### src/rtl/ctx_tlb_pkg.sv
package ctx_tlb_pkg;
    localparam int VPN_W = 36;
    localparam int PFN_W = 28;
    localparam int CTX_W = 12;
    localparam int OFF_W = 12;

    typedef struct packed {
        logic             vld;
        logic             glb;
        logic [CTX_W-1:0] ctx;
        logic [VPN_W-1:0] vpn;
        logic [PFN_W-1:0] pfn;
    } tlb_entry_t;
endpackage

### src/rtl/tlb_cmp.sv
module tlb_cmp
    import ctx_tlb_pkg::*;
#(
    parameter int N = 16
) (
    input  tlb_entry_t [N-1:0] ents,
    input  logic [CTX_W-1:0]   cur_ctx,
    input  logic [VPN_W-1:0]   lk_vpn,
    input  logic [VPN_W-1:0]   fill_vpn,
    input  logic               fill_glb,
    output logic [N-1:0]       lk_hit_vec,
    output logic [N-1:0]       fill_hit_vec
);
    for (genvar g = 0; g < N; g++) begin : g_slot
        logic ctx_eq;
        assign ctx_eq          = (ents[g].ctx == cur_ctx);
        assign lk_hit_vec[g]   = ents[g].vld && (ents[g].vpn == lk_vpn)
                                 && (ents[g].glb || ctx_eq);
        assign fill_hit_vec[g] = ents[g].vld && (ents[g].vpn == fill_vpn)
                                 && (ents[g].glb || fill_glb || ctx_eq);
    end
endmodule

### src/rtl/tlb_slot_pick.sv
module tlb_slot_pick #(
    parameter int N  = 16,
    parameter int IW = $clog2(N)
) (
    input  logic [N-1:0]  valid_vec,
    input  logic [N-1:0]  match_vec,
    input  logic [IW-1:0] rr_q,
    output logic [IW-1:0] slot,
    output logic          use_rr,
    output logic [N-1:0]  extra_vec
);
    logic [IW-1:0] match_idx;
    logic [IW-1:0] free_idx;
    logic          any_free;

    always_comb begin
        match_idx = '0;
        free_idx  = '0;
        any_free  = 1'b0;
        for (int i = N - 1; i >= 0; i--) begin
            if (match_vec[i]) match_idx = IW'(i);
            if (!valid_vec[i]) begin
                free_idx = IW'(i);
                any_free = 1'b1;
            end
        end
        if (|match_vec) begin
            slot   = match_idx;
            use_rr = 1'b0;
        end else if (any_free) begin
            slot   = free_idx;
            use_rr = 1'b0;
        end else begin
            slot   = rr_q;
            use_rr = 1'b1;
        end
        extra_vec = match_vec;
        extra_vec[match_idx] = 1'b0;
    end
endmodule

### src/rtl/ctx_tlb.sv
module ctx_tlb
    import ctx_tlb_pkg::*;
#(
    parameter int ENTRIES = 16
) (
    input  logic                     clk,
    input  logic                     rst_n,
    input  logic [VPN_W-1:0]         lk_vpn,
    input  logic [OFF_W-1:0]         lk_off,
    output logic                     lk_hit,
    output logic                     lk_miss,
    output logic [PFN_W+OFF_W-1:0]   lk_paddr,
    input  logic                     fill_en,
    input  logic [VPN_W-1:0]         fill_vpn,
    input  logic [PFN_W-1:0]         fill_pfn,
    input  logic                     fill_glb,
    input  logic                     root_wr,
    input  logic [CTX_W-1:0]         root_ctx_lo,
    input  logic                     root_tag_en,
    input  logic                     flush_all
);
    localparam int IDX_W = $clog2(ENTRIES);

    typedef struct packed {
        tlb_entry_t [ENTRIES-1:0] ent;
        logic [IDX_W-1:0]         rr;
        logic [CTX_W-1:0]         ctx;
    } tlb_state_t;

    tlb_state_t st_d, st_q;

    logic [ENTRIES-1:0] lk_hit_vec, fill_hit_vec, extra_vec, vld_vec, glb_vec;
    logic [IDX_W-1:0]   slot;
    logic               use_rr;
    logic [PFN_W-1:0]   lk_pfn;

    for (genvar g = 0; g < ENTRIES; g++) begin : g_flags
        assign vld_vec[g] = st_q.ent[g].vld;
        assign glb_vec[g] = st_q.ent[g].glb;
    end

    tlb_cmp #(.N(ENTRIES)) u_cmp (
        .ents         (st_q.ent),
        .cur_ctx      (st_q.ctx),
        .lk_vpn       (lk_vpn),
        .fill_vpn     (fill_vpn),
        .fill_glb     (fill_glb),
        .lk_hit_vec   (lk_hit_vec),
        .fill_hit_vec (fill_hit_vec)
    );

    tlb_slot_pick #(.N(ENTRIES), .IW(IDX_W)) u_pick (
        .valid_vec (vld_vec),
        .match_vec (fill_hit_vec),
        .rr_q      (st_q.rr),
        .slot      (slot),
        .use_rr    (use_rr),
        .extra_vec (extra_vec)
    );

    always_comb begin
        lk_pfn = '0;
        for (int i = 0; i < ENTRIES; i++) begin
            if (lk_hit_vec[i]) lk_pfn = lk_pfn | st_q.ent[i].pfn;
        end
    end

    assign lk_hit   = |lk_hit_vec;
    assign lk_miss  = ~lk_hit;
    assign lk_paddr = lk_hit ? {lk_pfn, lk_off} : '0;

    always_comb begin
        st_d = st_q;
        if (root_wr) begin
            st_d.ctx = root_tag_en ? root_ctx_lo : '0;
        end
        if (flush_all) begin
            for (int i = 0; i < ENTRIES; i++) st_d.ent[i].vld = 1'b0;
        end else begin
            if (fill_en) begin
                for (int i = 0; i < ENTRIES; i++) begin
                    if (extra_vec[i]) st_d.ent[i].vld = 1'b0;
                end
                st_d.ent[slot].vld = 1'b1;
                st_d.ent[slot].glb = fill_glb;
                st_d.ent[slot].ctx = st_q.ctx;
                st_d.ent[slot].vpn = fill_vpn;
                st_d.ent[slot].pfn = fill_pfn;
                if (use_rr) begin
                    st_d.rr = (st_q.rr == IDX_W'(ENTRIES - 1)) ? '0 : st_q.rr + 1'b1;
                end
            end
            if (root_wr && !root_tag_en) begin
                for (int i = 0; i < ENTRIES; i++) begin
                    if (!st_d.ent[i].glb) st_d.ent[i].vld = 1'b0;
                end
            end
        end
    end

    always_ff @(posedge clk) begin
        if (!rst_n) st_q <= '0;
        else        st_q <= st_d;
    end


    single_hit_chk: assert property (@(posedge clk) disable iff (!rst_n)
        $onehot0(lk_hit_vec));


    flush_clear_chk: assert property (@(posedge clk) disable iff (!rst_n)
        flush_all |=> ($countones(vld_vec) == 0) && !lk_hit);


    fill_visible_chk: assert property (@(posedge clk) disable iff (!rst_n)
        (fill_en && !flush_all && !root_wr) |=> ((lk_vpn != $past(fill_vpn)) || lk_hit));


    keep_on_switch_chk: assert property (@(posedge clk) disable iff (!rst_n)
        (root_wr && root_tag_en && !fill_en && !flush_all) |=> $stable(vld_vec));


    drop_local_chk: assert property (@(posedge clk) disable iff (!rst_n)
        (root_wr && !root_tag_en && !flush_all) |=> ((vld_vec & ~glb_vec) == '0));
endmodule

### config.mk
export PLATFORM = sky130hd
export DESIGN_NAME = ctx_tlb
export DESIGN_NICKNAME = d
export VERILOG_FILES = /design/src/rtl/ctx_tlb_pkg.sv /design/src/rtl/tlb_cmp.sv /design/src/rtl/tlb_slot_pick.sv /design/src/rtl/ctx_tlb.sv
export SDC_FILE = /design/constraint.sdc
export NUM_CORES = 2
export LEC_CHECK = 0
export ABC_CLOCK_PERIOD_IN_PS = 3300
export BUFFER_PORTS_ARGS = -buffer_cell sky130_fd_sc_hd__buf_2
export CAP_MARGIN = 20
export CORE_MARGIN = 3
export CORE_UTILIZATION = 37
export CTS_BUF_LIST = sky130_fd_sc_hd__clkbuf_8
export CTS_CLUSTER_DIAMETER = 100
export DETAILED_ROUTE_END_ITERATION = 16
export PLACE_DENSITY_LB_ADDON = 0.2
export SYNTH_ARGS = -nofsm -noshare
export SYNTH_HDL_FRONTEND = slang
export SYNTH_SLANG_ARGS = --single-unit
### constraint.sdc
create_clock -name clk -period 3.3 [get_ports clk]
set_clock_uncertainty 0.2 [all_clocks]
set_input_delay 0 -clock clk [delete_from_list [all_inputs] [get_ports clk]]
set_output_delay 0 -clock clk [all_outputs]
set_load 0.01 [all_outputs]
==> results by group <==
Power
  – VDD IR max: between 0.0004 and 0.0005 V
  – Leakage: ~46 nW
  – Total power: 0.03553 W
  – Cell Pwr Density: 369.9 nW/um^2

Routing
  – Routed len/inst: 29.73 um
  – Avg Vias per Cell: 5.774
  – Via count: 67470
  – DRT iter0 DRCs: roughly 7800
  – Final WL: around 350000 um
  – DRC violations left: 0
  – First-pass DRT Iterations: 6
  – Routed Antenna Nets: 0

Placed design
  – IO buf count: 172
  – Hpwl dp: approximately 220000 um
  – Setup WS pre-CTS: -1.494 ns
  – Post-DP Area: 82520 um^2
  – GPL Wtd Cong: 0.9976

Clocking
  – H-tree Lvls: 4
  – Worst-Skew Late Latency: 1.04 ns
  – Worst-path clk slew: 0.06 ns
  – Root Driver: clkbuf_8
  – Max Root-Sink Buffers: 3
  – Inserted Clock Buffers: 221
  – CTS tree: done
  – # clock sinks: approximately 1300

Yosys
  – Ys Warns: 0
  – Post-synth net total: between 7000 and 8000
  – Synthesized flop and latch total: 1264
  – Avg Inst Size Synth: slightly above 9 um^2
  – Ys flop type: dfxtp_1
  – Ys async rst share: 0%
  – Sequential share of the synthesized area: approximately two fifths
  – Netlist cell types: approximately 90
  – Synth Cell Area: 65520 um^2
  – Post-synth EDFFs: 0
  – Syn Inst Count: 7238

STA
  – Tmin final: 4.335 ns
  – Slew HR: between 20% and 30%
  – Max Clock Freq: between 200 and 250 MHz
  – Fin Hold WS: -0.006546 ns
  – Setup Viol. Count Final: 1294
  – Worst slew pin tran: between 1 and 1.5 ns
  – Final hold vios: 1
  – RSZ-0062 raised after global routing: yes
  – Tcrit/Tclk final: 131.4%
  – Worst setup margin: -1.035 ns
  – Slew Limit Fails: 0

Cells and area
  – Share of cells above drive strength 1: 30.02%
  – Most frequent cells in the layout: buf_4, dfxtp_1, xor2_1, mux2i_1, nor2_1
  – Fin util: 54.89%
  – Nets@finish: 9299
  – Leading cell type in the layout, fill and taps excluded: buf_4
  – Area growth syn-to-layout: 46.57%
  – Fin area: 96040 um^2

Setup path
  – Setup CP Type: register to primary output
  – Crit path launch type: register
  – Max Fanout on Critical Path: 8
  – Arr. time, crit path: 4.14 ns
  – CP Launch Point: st_q[537]
  – Critical Path RT: 3.10 ns
  – CP Capture Type: primary output
  – Worst r2r src: st_q[536]

Outcome
  – Failing checks: hold timing, setup timing
  – Status: finished, violations left

GRT
  – Largest net degree at the start of global routing: 200
  – Vias in the first global route: about 64000
  – Grt ovf: 0
  – Overall routing resource usage: 34.92%
  – Global-route wire length before repair: 461600 um
  – Initial antenna violation count: 32

Floorplanning
  – Initial Util: 37.45%
  – Die area: between 150000 and 200000 um^2
  – Core area: about 170000 um^2
  – Io pins: 173
  – Row cnt: 153
  – Die Width: approximately 430 um
  – Die Ht: 426.8 um

Hold path
  – Hold path startpoint: fill_vpn[9]
  – Hold WC Path Type: input pin to register

Job
  – Max-cap viol count: 0
[power breakdown]
| part | internal [W] | leakage, nW | total [W] | switching, W |
|---|---|---|---|---|
| clock network | 0.00777 | 2.64 | 0.0152 | 0.00740 |
| logic | 0.00188 | 33.5 | 0.00499 | 0.00312 |
| registers | 0.0153 | 10.2 | 0.0154 | 0.0000460 |
[routing by layer]
metal  vias up  track usage [%]  part of all wire [%]
li1      29270                -                     -
met1     32890            43.81                    38
met2      4029            53.53                    43
met3      1281            7.845                    10
met4         6            23.19                   8.7
met5         -                0                 0.011
[worst paths after layout]
path	cells after the start	to	slack (ns)
max	12	lk_paddr[22]	-1.04
min	6	st_q[1067]	-0.007
max reg2reg	17	st_q[217]	-0.94
min reg2reg	2	st_q[346]	0.26
[Yosys cell counts, drive strengths merged (4+ instances only)]
master   number  area share (%)
dfxtp      1264              39
xor2        958              13
mux2i       926              14
nor2        749             4.3
nand2       364             2.1
nand3       361             2.8
clkbuf      359             2.1
xnor2       349             4.7
o21ai       341             2.6
nor4        335             3.3
buf         280             2.5
nand4       228             2.2
a21oi       119            0.91
a22o        113             1.5
a221oi      112             1.5
nand2b       50            0.48
nor3         50            0.41
inv          35            0.20
a31oi        22            0.21
o211ai       20            0.27
and2         17            0.16
nor2b        15            0.14
o22ai        15            0.14
or3          14            0.13
or4          13            0.15
nor4b        12            0.17
o2111ai      10            0.14
a21o          9            0.10
nand4b        8            0.11
a211oi        7           0.080
o31ai         7            0.10
a21boi        6           0.074
mux2          6            0.10
and3          5           0.048
and4          4           0.053
o221ai        4           0.053
or2           4           0.038
[stage by stage]
stage               instances  TNS [ns]
global placement        10790  -1500.38
floorplan                7238   -142.09
global route            11680  -1145.23
detailed placement      10790  -1497.73
CTS                     11530  -1090.62
finish                  11690  -1106.28
[area by class of cell]
type,instances,area [um^2]
fill,15770,78930
sequential,1264,25360
clock inverter,123,703.2
multi-input combinational,5300,39600
inverter,37,148.9
clock buffer,278,3826
tap,2325,2909
antenna,16,40.04
timing repair buffer,2343,23450
[cells by family after synthesis]
kind of cell | share of synthesized area (%)
muxes | 14.27
DFF | 38.62
and+or+nand+nor | 16.67
AOI/OAI and AO/OA | 8.207
adders and majority gates | 0.01909
buffers and inverters | 4.736
xor gates and xnor gates | 17.48
[what timing repair did]
action / in CTS / in global routing
hold buffers: 244 / 18
setup buffers: 101 / 63
cloned: 11 / 68
gates resized for setup: 323 / 367
pin swaps: 100 / 131
endpoints found under the setup margin: 1294 / 1294
endpoints found under the hold margin: 1234 / 21
[worst max-delay path, cell delays in order, from the launching register on]
cell and delay (ns):
dfxtp_2 0.32, buf_4 0.13, xor2_1 0.16, nor4_2 0.34, nand4_1 0.48, nor4_4 0.62, buf_12 0.23, buf_12 0.12
buf_12 0.11, a22o_1 0.15, a221oi_2 0.04, nand4_1 0.18, buf_2 0.18
[state kept, by name, summed over array words and instances (netlist names)]
signal,flops
glb_vec,16
st_q,1248
No activity file was read; power rests on OpenSTA's default activity.
